## config.mk

```make
export PLATFORM = sky130hd
export DESIGN_NAME = adc_dual_serial_emu
export DESIGN_NICKNAME = d
export VERILOG_FILES = /design/src/rtl/emu_pkg.sv /design/src/rtl/emu_sync.sv /design/src/rtl/emu_front.sv /design/src/rtl/emu_slot_ctrl.sv /design/src/rtl/emu_lane.sv /design/src/rtl/adc_dual_serial_emu.sv
export SDC_FILE = /design/constraint.sdc
export NUM_CORES = 1
export LEC_CHECK = 0
export ABC_AREA = 1
export CAP_MARGIN = 15
export CORE_UTILIZATION = 35
export CTS_BUF_LIST = sky130_fd_sc_hd__clkbuf_4 sky130_fd_sc_hd__clkbuf_8
export DETAILED_ROUTE_END_ITERATION = 6
export RECOVER_POWER = 100
export SYNTH_ARGS = -nofsm -noshare
export SYNTH_HDL_FRONTEND = slang
export SYNTH_SLANG_ARGS = --single-unit
```

## constraint.sdc

```tcl
create_clock -name clk -period 6.1 [get_ports clk]
set_input_delay 0.61 -clock clk [delete_from_list [all_inputs] [get_ports clk]]
set_output_delay 0.61 -clock clk [all_outputs]
set_load 0.01 [all_outputs]
```

## src/rtl/emu_pkg.sv

```systemverilog
package emu_pkg;

   // Which channel owns the current slot on line A
   typedef enum logic {
      SLOT_CH_A = 1'b0,
      SLOT_CH_B = 1'b1
   } slot_ch_e;

   // Edge events seen in the system clock domain
   typedef struct packed {
      logic cs_fall;
      logic cs_rise;
      logic sclk_fall;
   } emu_evt_t;

   localparam int unsigned NUM_LANES = 2;

endpackage

```

## src/rtl/emu_sync.sv

```systemverilog
module emu_sync #(
   parameter int unsigned STAGES  = 2,
   parameter logic        RST_VAL = 1'b1
) (
   input  logic clk,
   input  logic rst_n,
   input  logic d,
   output logic q
);

   generate
      if (STAGES == 0) begin : g_bypass
         assign q = d;
      end else begin : g_chain
         logic [STAGES-1:0] chain_q;
         always_ff @(posedge clk or negedge rst_n) begin
            if (!rst_n) begin
               chain_q <= {STAGES{RST_VAL}};
            end else if (STAGES == 1) begin
               chain_q[0] <= d;
            end else begin
               chain_q <= {chain_q[STAGES-2:0], d};
            end
         end
         assign q = chain_q[STAGES-1];
      end
   endgenerate

endmodule

```

## src/rtl/emu_front.sv

```systemverilog
module emu_front
   import emu_pkg::*;
#(
   parameter int unsigned SYNC_STAGES = 2
) (
   input  logic     clk,
   input  logic     rst_n,
   input  logic     cs_n,
   input  logic     sclk,
   output emu_evt_t evt
);

   logic cs_s, sclk_s;
   logic cs_prev, sclk_prev;

   emu_sync #(.STAGES(SYNC_STAGES), .RST_VAL(1'b1)) u_sync_cs (
      .clk   (clk),
      .rst_n (rst_n),
      .d     (cs_n),
      .q     (cs_s)
   );

   emu_sync #(.STAGES(SYNC_STAGES), .RST_VAL(1'b1)) u_sync_sclk (
      .clk   (clk),
      .rst_n (rst_n),
      .d     (sclk),
      .q     (sclk_s)
   );

   always_ff @(posedge clk or negedge rst_n) begin
      if (!rst_n) begin
         cs_prev   <= 1'b1;
         sclk_prev <= 1'b1;
      end else begin
         cs_prev   <= cs_s;
         sclk_prev <= sclk_s;
      end
   end

   always_comb begin
      evt.cs_fall   = cs_prev & ~cs_s;
      evt.cs_rise   = ~cs_prev & cs_s;
      evt.sclk_fall = sclk_prev & ~sclk_s;
   end

endmodule

```

## src/rtl/emu_slot_ctrl.sv

```systemverilog
module emu_slot_ctrl
   import emu_pkg::*;
#(
   parameter int unsigned SLOT_LEN = 16,
   parameter int unsigned POS_W    = $clog2(SLOT_LEN + 1)
) (
   input  logic             clk,
   input  logic             rst_n,
   input  emu_evt_t         evt,
   input  logic             dual_in,
   output logic             frame_start,
   output logic             frame_end,
   output logic             fall_act,
   output logic [POS_W-1:0] pos_n,
   output logic             latch_en,
   output logic             dual_q,
   output slot_ch_e         slot_ch
);

   localparam logic [POS_W-1:0] LAST_POS = POS_W'(SLOT_LEN);
   localparam logic [POS_W-1:0] ONE_POS  = POS_W'(1);

   logic             active_q;
   logic [POS_W-1:0] pos_q;
   logic             wrap;
   logic             slot_done;

   assign frame_start = evt.cs_fall;
   assign frame_end   = evt.cs_rise;
   assign fall_act    = active_q & evt.sclk_fall & ~evt.cs_rise & ~evt.cs_fall;

   // Position reached by the current falling edge, 1..SLOT_LEN
   assign wrap      = (pos_q == LAST_POS);
   assign pos_n     = wrap ? ONE_POS : pos_q + ONE_POS;
   assign slot_done = fall_act & (pos_n == LAST_POS);

   // Capture when the frame opens, or when a slot that precedes an A slot ends
   assign latch_en = frame_start |
                     (slot_done & (dual_q | (slot_ch == SLOT_CH_B)));

   always_ff @(posedge clk or negedge rst_n) begin
      if (!rst_n) begin
         active_q <= 1'b0;
         pos_q    <= '0;
         dual_q   <= 1'b0;
         slot_ch  <= SLOT_CH_A;
      end else if (frame_start) begin
         active_q <= 1'b1;
         pos_q    <= '0;
         dual_q   <= dual_in;
         slot_ch  <= SLOT_CH_A;
      end else if (frame_end) begin
         active_q <= 1'b0;
         pos_q    <= '0;
         slot_ch  <= SLOT_CH_A;
      end else if (fall_act) begin
         pos_q <= pos_n;
         if (wrap && !dual_q) begin
            slot_ch <= (slot_ch == SLOT_CH_A) ? SLOT_CH_B : SLOT_CH_A;
         end
      end
   end

endmodule

```

## src/rtl/emu_lane.sv

```systemverilog
module emu_lane #(
   parameter int unsigned DATA_W     = 12,
   parameter int unsigned LEAD_ZEROS = 4,
   parameter int unsigned POS_W      = 5
) (
   input  logic              clk,
   input  logic              rst_n,
   input  logic              frame_start,
   input  logic              frame_end,
   input  logic              lane_en,
   input  logic              fall_act,
   input  logic [POS_W-1:0]  pos_n,
   input  logic [DATA_W-1:0] word,
   output logic              dout,
   output logic              oe
);

   localparam logic [POS_W-1:0] MSB_POS  = POS_W'(LEAD_ZEROS + 1);
   localparam logic [POS_W-1:0] LSB_POS  = POS_W'(LEAD_ZEROS + DATA_W);

   logic [DATA_W-1:0] shreg;
   logic              in_data;

   assign in_data = (pos_n > MSB_POS) && (pos_n <= LSB_POS);

   always_ff @(posedge clk or negedge rst_n) begin
      if (!rst_n) begin
         oe    <= 1'b0;
         dout  <= 1'b0;
         shreg <= '0;
      end else if (frame_start) begin
         oe    <= lane_en;
         dout  <= 1'b0;
         shreg <= '0;
      end else if (frame_end) begin
         oe    <= 1'b0;
         dout  <= 1'b0;
         shreg <= '0;
      end else if (fall_act && oe) begin
         if (pos_n == MSB_POS) begin
            dout  <= word[DATA_W-1];
            shreg <= {word[DATA_W-2:0], 1'b0};
         end else if (in_data) begin
            dout  <= shreg[DATA_W-1];
            shreg <= {shreg[DATA_W-2:0], 1'b0};
         end else begin
            dout  <= 1'b0;
         end
      end
   end

endmodule

```

## src/rtl/adc_dual_serial_emu.sv

```systemverilog
module adc_dual_serial_emu
   import emu_pkg::*;
#(
   parameter int unsigned DATA_W      = 12,
   parameter int unsigned LEAD_ZEROS  = 4,
   parameter int unsigned SLOT_LEN    = 16,
   parameter int unsigned SYNC_STAGES = 2
) (
   input  logic              clk,
   input  logic              rst_n,
   input  logic              cs_n,
   input  logic              sclk,
   input  logic              dual_mode,
   input  logic [DATA_W-1:0] sample_a,
   input  logic [DATA_W-1:0] sample_b,
   output logic              dout_a,
   output logic              dout_a_oe,
   output logic              dout_b,
   output logic              dout_b_oe
);

   localparam int unsigned POS_W = $clog2(SLOT_LEN + 1);

   initial begin : p_param_chk
      assert (DATA_W >= 2)
         else $fatal(1, "DATA_W must be at least 2");
      assert (SLOT_LEN >= LEAD_ZEROS + DATA_W)
         else $fatal(1, "SLOT_LEN too short for LEAD_ZEROS + DATA_W");
      assert (SYNC_STAGES <= 4)
         else $fatal(1, "SYNC_STAGES above 4 not supported");
   end

   emu_evt_t         evt;
   logic             frame_start, frame_end, fall_act, latch_en, dual_q;
   logic [POS_W-1:0] pos_n;
   slot_ch_e         slot_ch;
   logic [DATA_W-1:0] hold_a, hold_b;

   logic [DATA_W-1:0] lane_word [NUM_LANES];
   logic              lane_en   [NUM_LANES];
   logic              lane_dout [NUM_LANES];
   logic              lane_oe   [NUM_LANES];

   emu_front #(.SYNC_STAGES(SYNC_STAGES)) u_front (
      .clk   (clk),
      .rst_n (rst_n),
      .cs_n  (cs_n),
      .sclk  (sclk),
      .evt   (evt)
   );

   emu_slot_ctrl #(.SLOT_LEN(SLOT_LEN), .POS_W(POS_W)) u_ctrl (
      .clk         (clk),
      .rst_n       (rst_n),
      .evt         (evt),
      .dual_in     (dual_mode),
      .frame_start (frame_start),
      .frame_end   (frame_end),
      .fall_act    (fall_act),
      .pos_n       (pos_n),
      .latch_en    (latch_en),
      .dual_q      (dual_q),
      .slot_ch     (slot_ch)
   );

   // Both channels are captured on one event: a simultaneous sample pair
   always_ff @(posedge clk or negedge rst_n) begin
      if (!rst_n) begin
         hold_a <= '0;
         hold_b <= '0;
      end else if (latch_en) begin
         hold_a <= sample_a;
         hold_b <= sample_b;
      end
   end

   always_comb begin
      lane_word[0] = (!dual_q && slot_ch == SLOT_CH_B) ? hold_b : hold_a;
      lane_word[1] = hold_b;
      lane_en[0]   = 1'b1;
      lane_en[1]   = dual_mode;
   end

   generate
      for (genvar l = 0; l < NUM_LANES; l++) begin : g_lane
         emu_lane #(
            .DATA_W     (DATA_W),
            .LEAD_ZEROS (LEAD_ZEROS),
            .POS_W      (POS_W)
         ) u_lane (
            .clk         (clk),
            .rst_n       (rst_n),
            .frame_start (frame_start),
            .frame_end   (frame_end),
            .lane_en     (lane_en[l]),
            .fall_act    (fall_act),
            .pos_n       (pos_n),
            .word        (lane_word[l]),
            .dout        (lane_dout[l]),
            .oe          (lane_oe[l])
         );
      end
   endgenerate

   assign dout_a    = lane_dout[0];
   assign dout_a_oe = lane_oe[0];
   assign dout_b    = lane_dout[1];
   assign dout_b_oe = lane_oe[1];

endmodule

```

After elaboration in Yosys (flattened, before gate mapping)
Cells that the tools add are included.
{"block": "classes", "add_sub_neg": 1, "bitwise": 15, "magnitude_cmp": 2, "n_reduce_logical": 15, "mux": 33, "n_eq_ne": 3}
{"cell": "$mux 12", "count": 11}
{"cell": "$mux 5", "count": 4}
{"cell": "$mux 1", "count": 18}
{"cell": "$reduce_bool 3->1", "count": 4}
{"cell": "$eq 5x5->1 const B", "count": 2}
{"cell": "$and 1x1->1", "count": 8}
{"cell": "$reduce_and 2->1", "count": 3}
{"cell": "$add 5x1->5 const B", "count": 1}
{"cell": "$eq 5x3->1 const B", "count": 1}
{"cell": "$gt 5x3->1 const B", "count": 1}
{"cell": "$le 5x5->1 const B", "count": 1}
{"cell": "$logic_and 1x1->1", "count": 5}
{"cell": "$not 1->1", "count": 5}
{"cell": "$reduce_bool 4->1", "count": 1}
{"cell": "$or 1x1->1", "count": 2}
{"cell": "$reduce_bool 2->1", "count": 1}
{"cell": "$logic_not 1->1", "count": 1}
{"block": "totals", "wordCells": 84, "regBits": 65, "in_bits": 29, "output_inout_bits": 4}

Longest topological paths before layout
{"block": "depth", "depth_word": 9, "ltp_mapped": 14, "depth_no_buf": 13}

Modules after synthesis
A second synthesis with hierarchy kept.
{"block": "hier_totals", "cells_unflattened": 511, "hier_area_um2": 3708.6}
{"mod": "emu_lane", "area_each_um2": 918.4, "cells_per_inst": 144, "seq_area_each_um2": 325.3, "n_inst": 2}
{"mod": "adc_dual_serial_emu", "area_each_um2": 1144.8, "cells_per_inst": 143, "seq_area_each_um2": 600.6, "n_inst": 1}
{"mod": "emu_slot_ctrl", "area_each_um2": 546.8, "cells_per_inst": 68, "seq_area_each_um2": 200.2, "n_inst": 1}
{"mod": "emu_sync", "area_each_um2": 52.6, "cells_per_inst": 2, "seq_area_each_um2": 52.6, "n_inst": 2}
{"mod": "emu_front", "area_each_um2": 75.1, "cells_per_inst": 8, "seq_area_each_um2": 52.6, "n_inst": 1}

Worst setup path before layout
Ideal clock, no wire load.
{"block": "synth_path", "path_type": "reg2reg", "start": "register u_front.u_sync_cs.g_chain.chain_q[1]", "end": "register hold_a[3]", "arrival_time_ns": 1.775, "path_buffers": 2, "setup_time_ns": 0.126, "stages_incl_launch_ff": 11, "slack_ns": 4.199, "t_required_ns": 5.974, "period_less_slack_ns": 1.901, "path_cell_list": "dfstp_2 -> inv_1 -> ha_1 -> nor2_4 -> nand3_4 -> inv_1 -> nand3_1 -> o21ai_2 -> buf_6 -> buf_8 -> o21ai_0"}
{"block": "synth_via", "elab_chain_len": 7, "word_cells_on_any_way": 10, "cone_classes": "bitwise: 10"}
{"element": "start, declared", "line_no": "emu_sync.sv:15", "source": "logic [STAGES-1:0] chain_q;"}
{"element": "start signal, assigned", "line_no": "emu_sync.sv:18", "source": "chain_q <= {STAGES{RST_VAL}};"}
{"element": "start signal, assigned", "line_no": "emu_sync.sv:22", "source": "chain_q <= {chain_q[STAGES-2:0], d};"}
{"element": "$not 1->1 *", "line_no": "emu_front.sv:41", "source": "evt.cs_fall = cs_prev & ~cs_s;"}
{"element": "$and 1x1->1 *", "line_no": "emu_front.sv:41"}
{"element": "named net frame_start", "line_no": "adc_dual_serial_emu.sv:34", "source": "logic frame_start, frame_end, fall_act, latch_en, dual_q;"}
{"element": "$not 1->1", "line_no": "emu_slot_ctrl.sv:30", "source": "assign fall_act = active_q & evt.sclk_fall & ~evt.cs_rise & ~evt.cs_fall;"}
{"element": "$and 1x1->1", "line_no": "emu_slot_ctrl.sv:30"}
{"element": "$and 1x1->1", "line_no": "emu_slot_ctrl.sv:35", "source": "assign slot_done = fall_act & (pos_n == LAST_POS);"}
{"element": "$and 1x1->1", "line_no": "emu_slot_ctrl.sv:39", "source": "(slot_done & (dual_q | (slot_ch == SLOT_CH_B)));"}
{"element": "$or 1x1->1 *", "line_no": "emu_slot_ctrl.sv:38", "source": "assign latch_en = frame_start |"}
{"element": "end signal, assigned", "line_no": "adc_dual_serial_emu.sv:72", "source": "hold_a <= sample_a;"}
{"element": "end, declared", "line_no": "adc_dual_serial_emu.sv:37", "source": "logic [DATA_W-1:0] hold_a, hold_b;"}
The timed path passes the listed nets; every way through them passes the cells marked *.
A chain may end at the register's enable or synchronous reset.

==> flow_summary_export.csv <==
group,metric,value,unit
timing,maxSlewViolCount,64,
finish,multi_input_area,0.00131,mm2
flow_run,maxCapViolations,1,
drt,vias,2549,
yosys,ys_async_sr_fraction,100,%
timing,period_needed,3.38,ns
finish,final-seq-area,0.00158,mm2
clock_network,clkTransAtPathRegs,0.06,ns
yosys,synth_flop_cell,"dfrtp_1",
floorplanning,rows,34,
setup_path,crit_path_max_fanout,63,
yosys,synth_edf_count,0,
hold_path,min_path_cells,0,
finish,fillers,908,
drt,dr.first_iter.drc_count,173,
place,portBuffers,32,
global_routing,grt_first_pass_wirelength,11500,um
setup_path,cp_top_family,"buffers and inverters",
status,violations,"capacitance limit, slew limit",
pwr,p_leak,1.86,nW
timing,timing.fmax,296,MHz
global_routing,grt_overflow_total,0,
hold_path,hold_path.class,"reg2reg",
drt,wl,6490,um
clock_network,clockBufferDepth,2,
global_routing,grt_max_degree,64,
hold_path,holdPathEnd,"u_front.u_sync_cs.g_chain.chain_q[1]$_DFF_PN1_",
drt,drcViolationCount,0,
pwr,fin_total_pwr,0.944,mW
timing,tns,0,ns
setup_path,critPathLaunchType,"primary input",
yosys,ys_seq_elements,63,
timing,clock_skew,0.00942,ns
clock_network,cts-resized-gates,0,
setup_path,crit_slowest_cell,"clkbuf_1",
setup_path,r2r_start,"u_front.u_sync_cs.g_chain.chain_q[1]$_DFF_PN1_",
pwr,power.density,251,mW/mm2
setup_path,reg2reg_to,"hold_a[7]$_DFFE_PN0P_",
clock_network,root_buffer,"clkbuf_8",
yosys,netlist_instances,407,
hold_path,min_from,"u_front.u_sync_cs.g_chain.chain_q[0]$_DFF_PN1_",
setup_path,path_buf_inv,2,
place,place_congestion,0.811,
setup_path,crit_required,5.79,ns
finish,layout-drive-gt1-share,8.62,%
floorplanning,die_area,0.00977,mm2
clock_network,htreeDepth,3,
pwr,ir_worst_vdd,0.132,mV
yosys,ys_types,31,
clock_network,hold_buffers,0,
clock_network,cts_tree,"done",
clock_network,cts_setup_buffers,0,
yosys,syn-num-nets,440,
timing,final-hold-violation-count,0,
clock_network,cts.sinks,63,
setup_path,crit_chain,"buf_2, clkbuf_1",
clock_network,insertion_delay,0.34,ns
setup_path,reg2reg_depth,8,
floorplanning,initial_core_util,36.9,%
timing,setup_violations,0,
setup_path,critPathMaxStageDelay,2.33,ns
finish,mostFrequentLayoutCells,"nand2_1, dfrtp_1, inv_1",
floorplanning,io_pins,33,
timing,relSlewSlack,-123,%
place,post-dp-hpwl,4470,um
drt,ant_nets,0,
floorplanning,die_w,98.8,um
yosys,avgSynthCellArea,8.06,um2
setup_path,critical_path_class,"in2async",
status,status,"complete, but fails checks",
finish,area_growth,14.8,%
finish,n_antenna_cell,0,
yosys,synth_seq_area_share,48.3,%
timing,worstMarginPinSlew,3.34,ns
global_routing,grt_util_all_layers,14.9,%
drt,dr.pass1.iters,4,
floorplanning,die_h,98.8,um
floorplanning,core,0.00889,mm2
yosys,syn-cell-area,0.00328,mm2
clock_network,numCtsBuffers,9,
timing,period_share,55.4,%
setup_path,cp.arrival,3.07,ns
finish,fin_nets,469,
setup_path,end_kind,"asynchronous set/reset pin",
drt,viasPerCell,4.64,
global_routing,grt_pass1_vias,2635,
setup_path,crit_cells,2,
finish,layout_commonest_cell,"nand2_1",
yosys,yosys_warnings,0,
setup_path,rrSetupSlack,2.96,ns
drt,wl_per_cell,11.8,um
global_routing,antenna_found_initial,0,
timing,rsz0062_at_grt,"no",
-- cells by family (layout without fill, tap and decap cells) --
group	after synthesis	in the layout	share of synthesized area, %
buf+inv	68	102	10.1
flops	63	63	48.3
simple gates	207	207	28.4
fa+ha+maj	4	4	1.53
compound gates	65	65	11.7
-- registers in the layout, indices dropped and copies added, names as in the netlist --
| signal | flops |
|---|---|
| u_front.cs_prev | 1 |
| u_front.u_sync_cs.g_chain.chain_q | 2 |
| g_lane.u_lane.dout | 2 |
| u_ctrl.pos_q | 5 |
| g_lane.u_lane.shreg | 22 |
| u_ctrl.slot_ch | 1 |
| u_ctrl.dual_q | 1 |
| u_front.sclk_prev | 1 |
| hold_b | 12 |
| g_lane.u_lane.oe | 2 |
| u_front.u_sync_sclk.g_chain.chain_q | 2 |
| hold_a | 12 |
-- cell usage after synthesis, types with 4 or more instances --
master    number  share of area [%]
a21oi_1       14                2.1
buf_6          7                2.4
clkbuf_1       4               0.46
dfrtp_1       57                 43
dfstp_2        6                4.8
ha_1           4                1.5
inv_1         52                5.9
nand2_1      158                 18
nand2_2        5               0.95
nand2_4        4                1.4
nand3_1        8                1.2
nor2_1        17                1.9
o21ai_0       32                4.9
o21ai_1        4               0.61
o21ai_2        7                1.9
-- report_power, final --
part | internal [mW] | leakage (nW) | total (mW) | switching, mW
Sequential | 0.444 | 0.815 | 0.458 | 0.0135
Clock | 0.238 | 0.112 | 0.394 | 0.156
Combinational | 0.0358 | 0.931 | 0.0923 | 0.0565
-- stage by stage --
stage	hold WS (ns)	std cells	cell area, um2	setup WS [ns]	util [%]
after CTS	0.358	549	3840	3.36	43.2
after floorplan	0.314	407	3280	4.20	-
final	0.362	549	3770	2.72	42.4
after global routing	0.371	549	3770	2.03	42.4
after detailed placement	0.348	533	3610	3.38	40.6
after global placement	0.345	533	3610	3.52	40.6
-- layout make-up --
| type | instances | area share, % |
|---|---|---|
| Sequential cell | 63 | 42.0 |
| Multi-Input combinational cell | 276 | 34.7 |
| Timing Repair Buffer | 33 | 8.47 |
| Inverter | 53 | 5.28 |
| Clock buffer | 14 | 4.95 |
| Tap cell | 108 | 3.59 |
| Clock inverter | 2 | 0.996 |
-- metal layers --
| metal | up-vias | part of all wire, % | GRT usage (%) |
|---|---|---|---|
| met5 | - | 0 | 0 |
| met4 | 0 | 1.6 | 7.12 |
| met3 | 9 | 4.0 | 4.04 |
| met2 | 52 | 44 | 23.1 |
| met1 | 1171 | 50 | 19.3 |
| li1 | 1317 | - | - |
-- how the worst max path moves through the flow --
stage / start / end
after floorplan: u_front.u_sync_cs.g_chain.chain_q[1]$_DFF_PN1_ / hold_a[3]$_DFFE_PN0P_
after global placement: u_front.u_sync_cs.g_chain.chain_q[1]$_DFF_PN1_ / hold_a[7]$_DFFE_PN0P_
after detailed placement: u_front.u_sync_cs.g_chain.chain_q[1]$_DFF_PN1_ / hold_a[8]$_DFFE_PN0P_
after CTS: u_front.u_sync_cs.g_chain.chain_q[1]$_DFF_PN1_ / hold_a[8]$_DFFE_PN0P_
after global routing: rst_n / g_lane[0].u_lane.shreg[9]$_DFFE_PN0P_
final: rst_n / g_lane[0].u_lane.shreg[3]$_DFFE_PN0P_
-- worst reg2reg max path: cells and delay by family (launching register included) --
| family | cells | cell delay, ns |
|---|---|---|
| and+or+nand+nor | 3 | 1.01 |
| AOI/OAI and AO/OA | 2 | 0.96 |
| DFF | 1 | 0.54 |
| buffers and inverters | 2 | 0.26 |
| adders and majority gates | 1 | 0.21 |
Note: power is estimated with default switching activity, not from simulation.
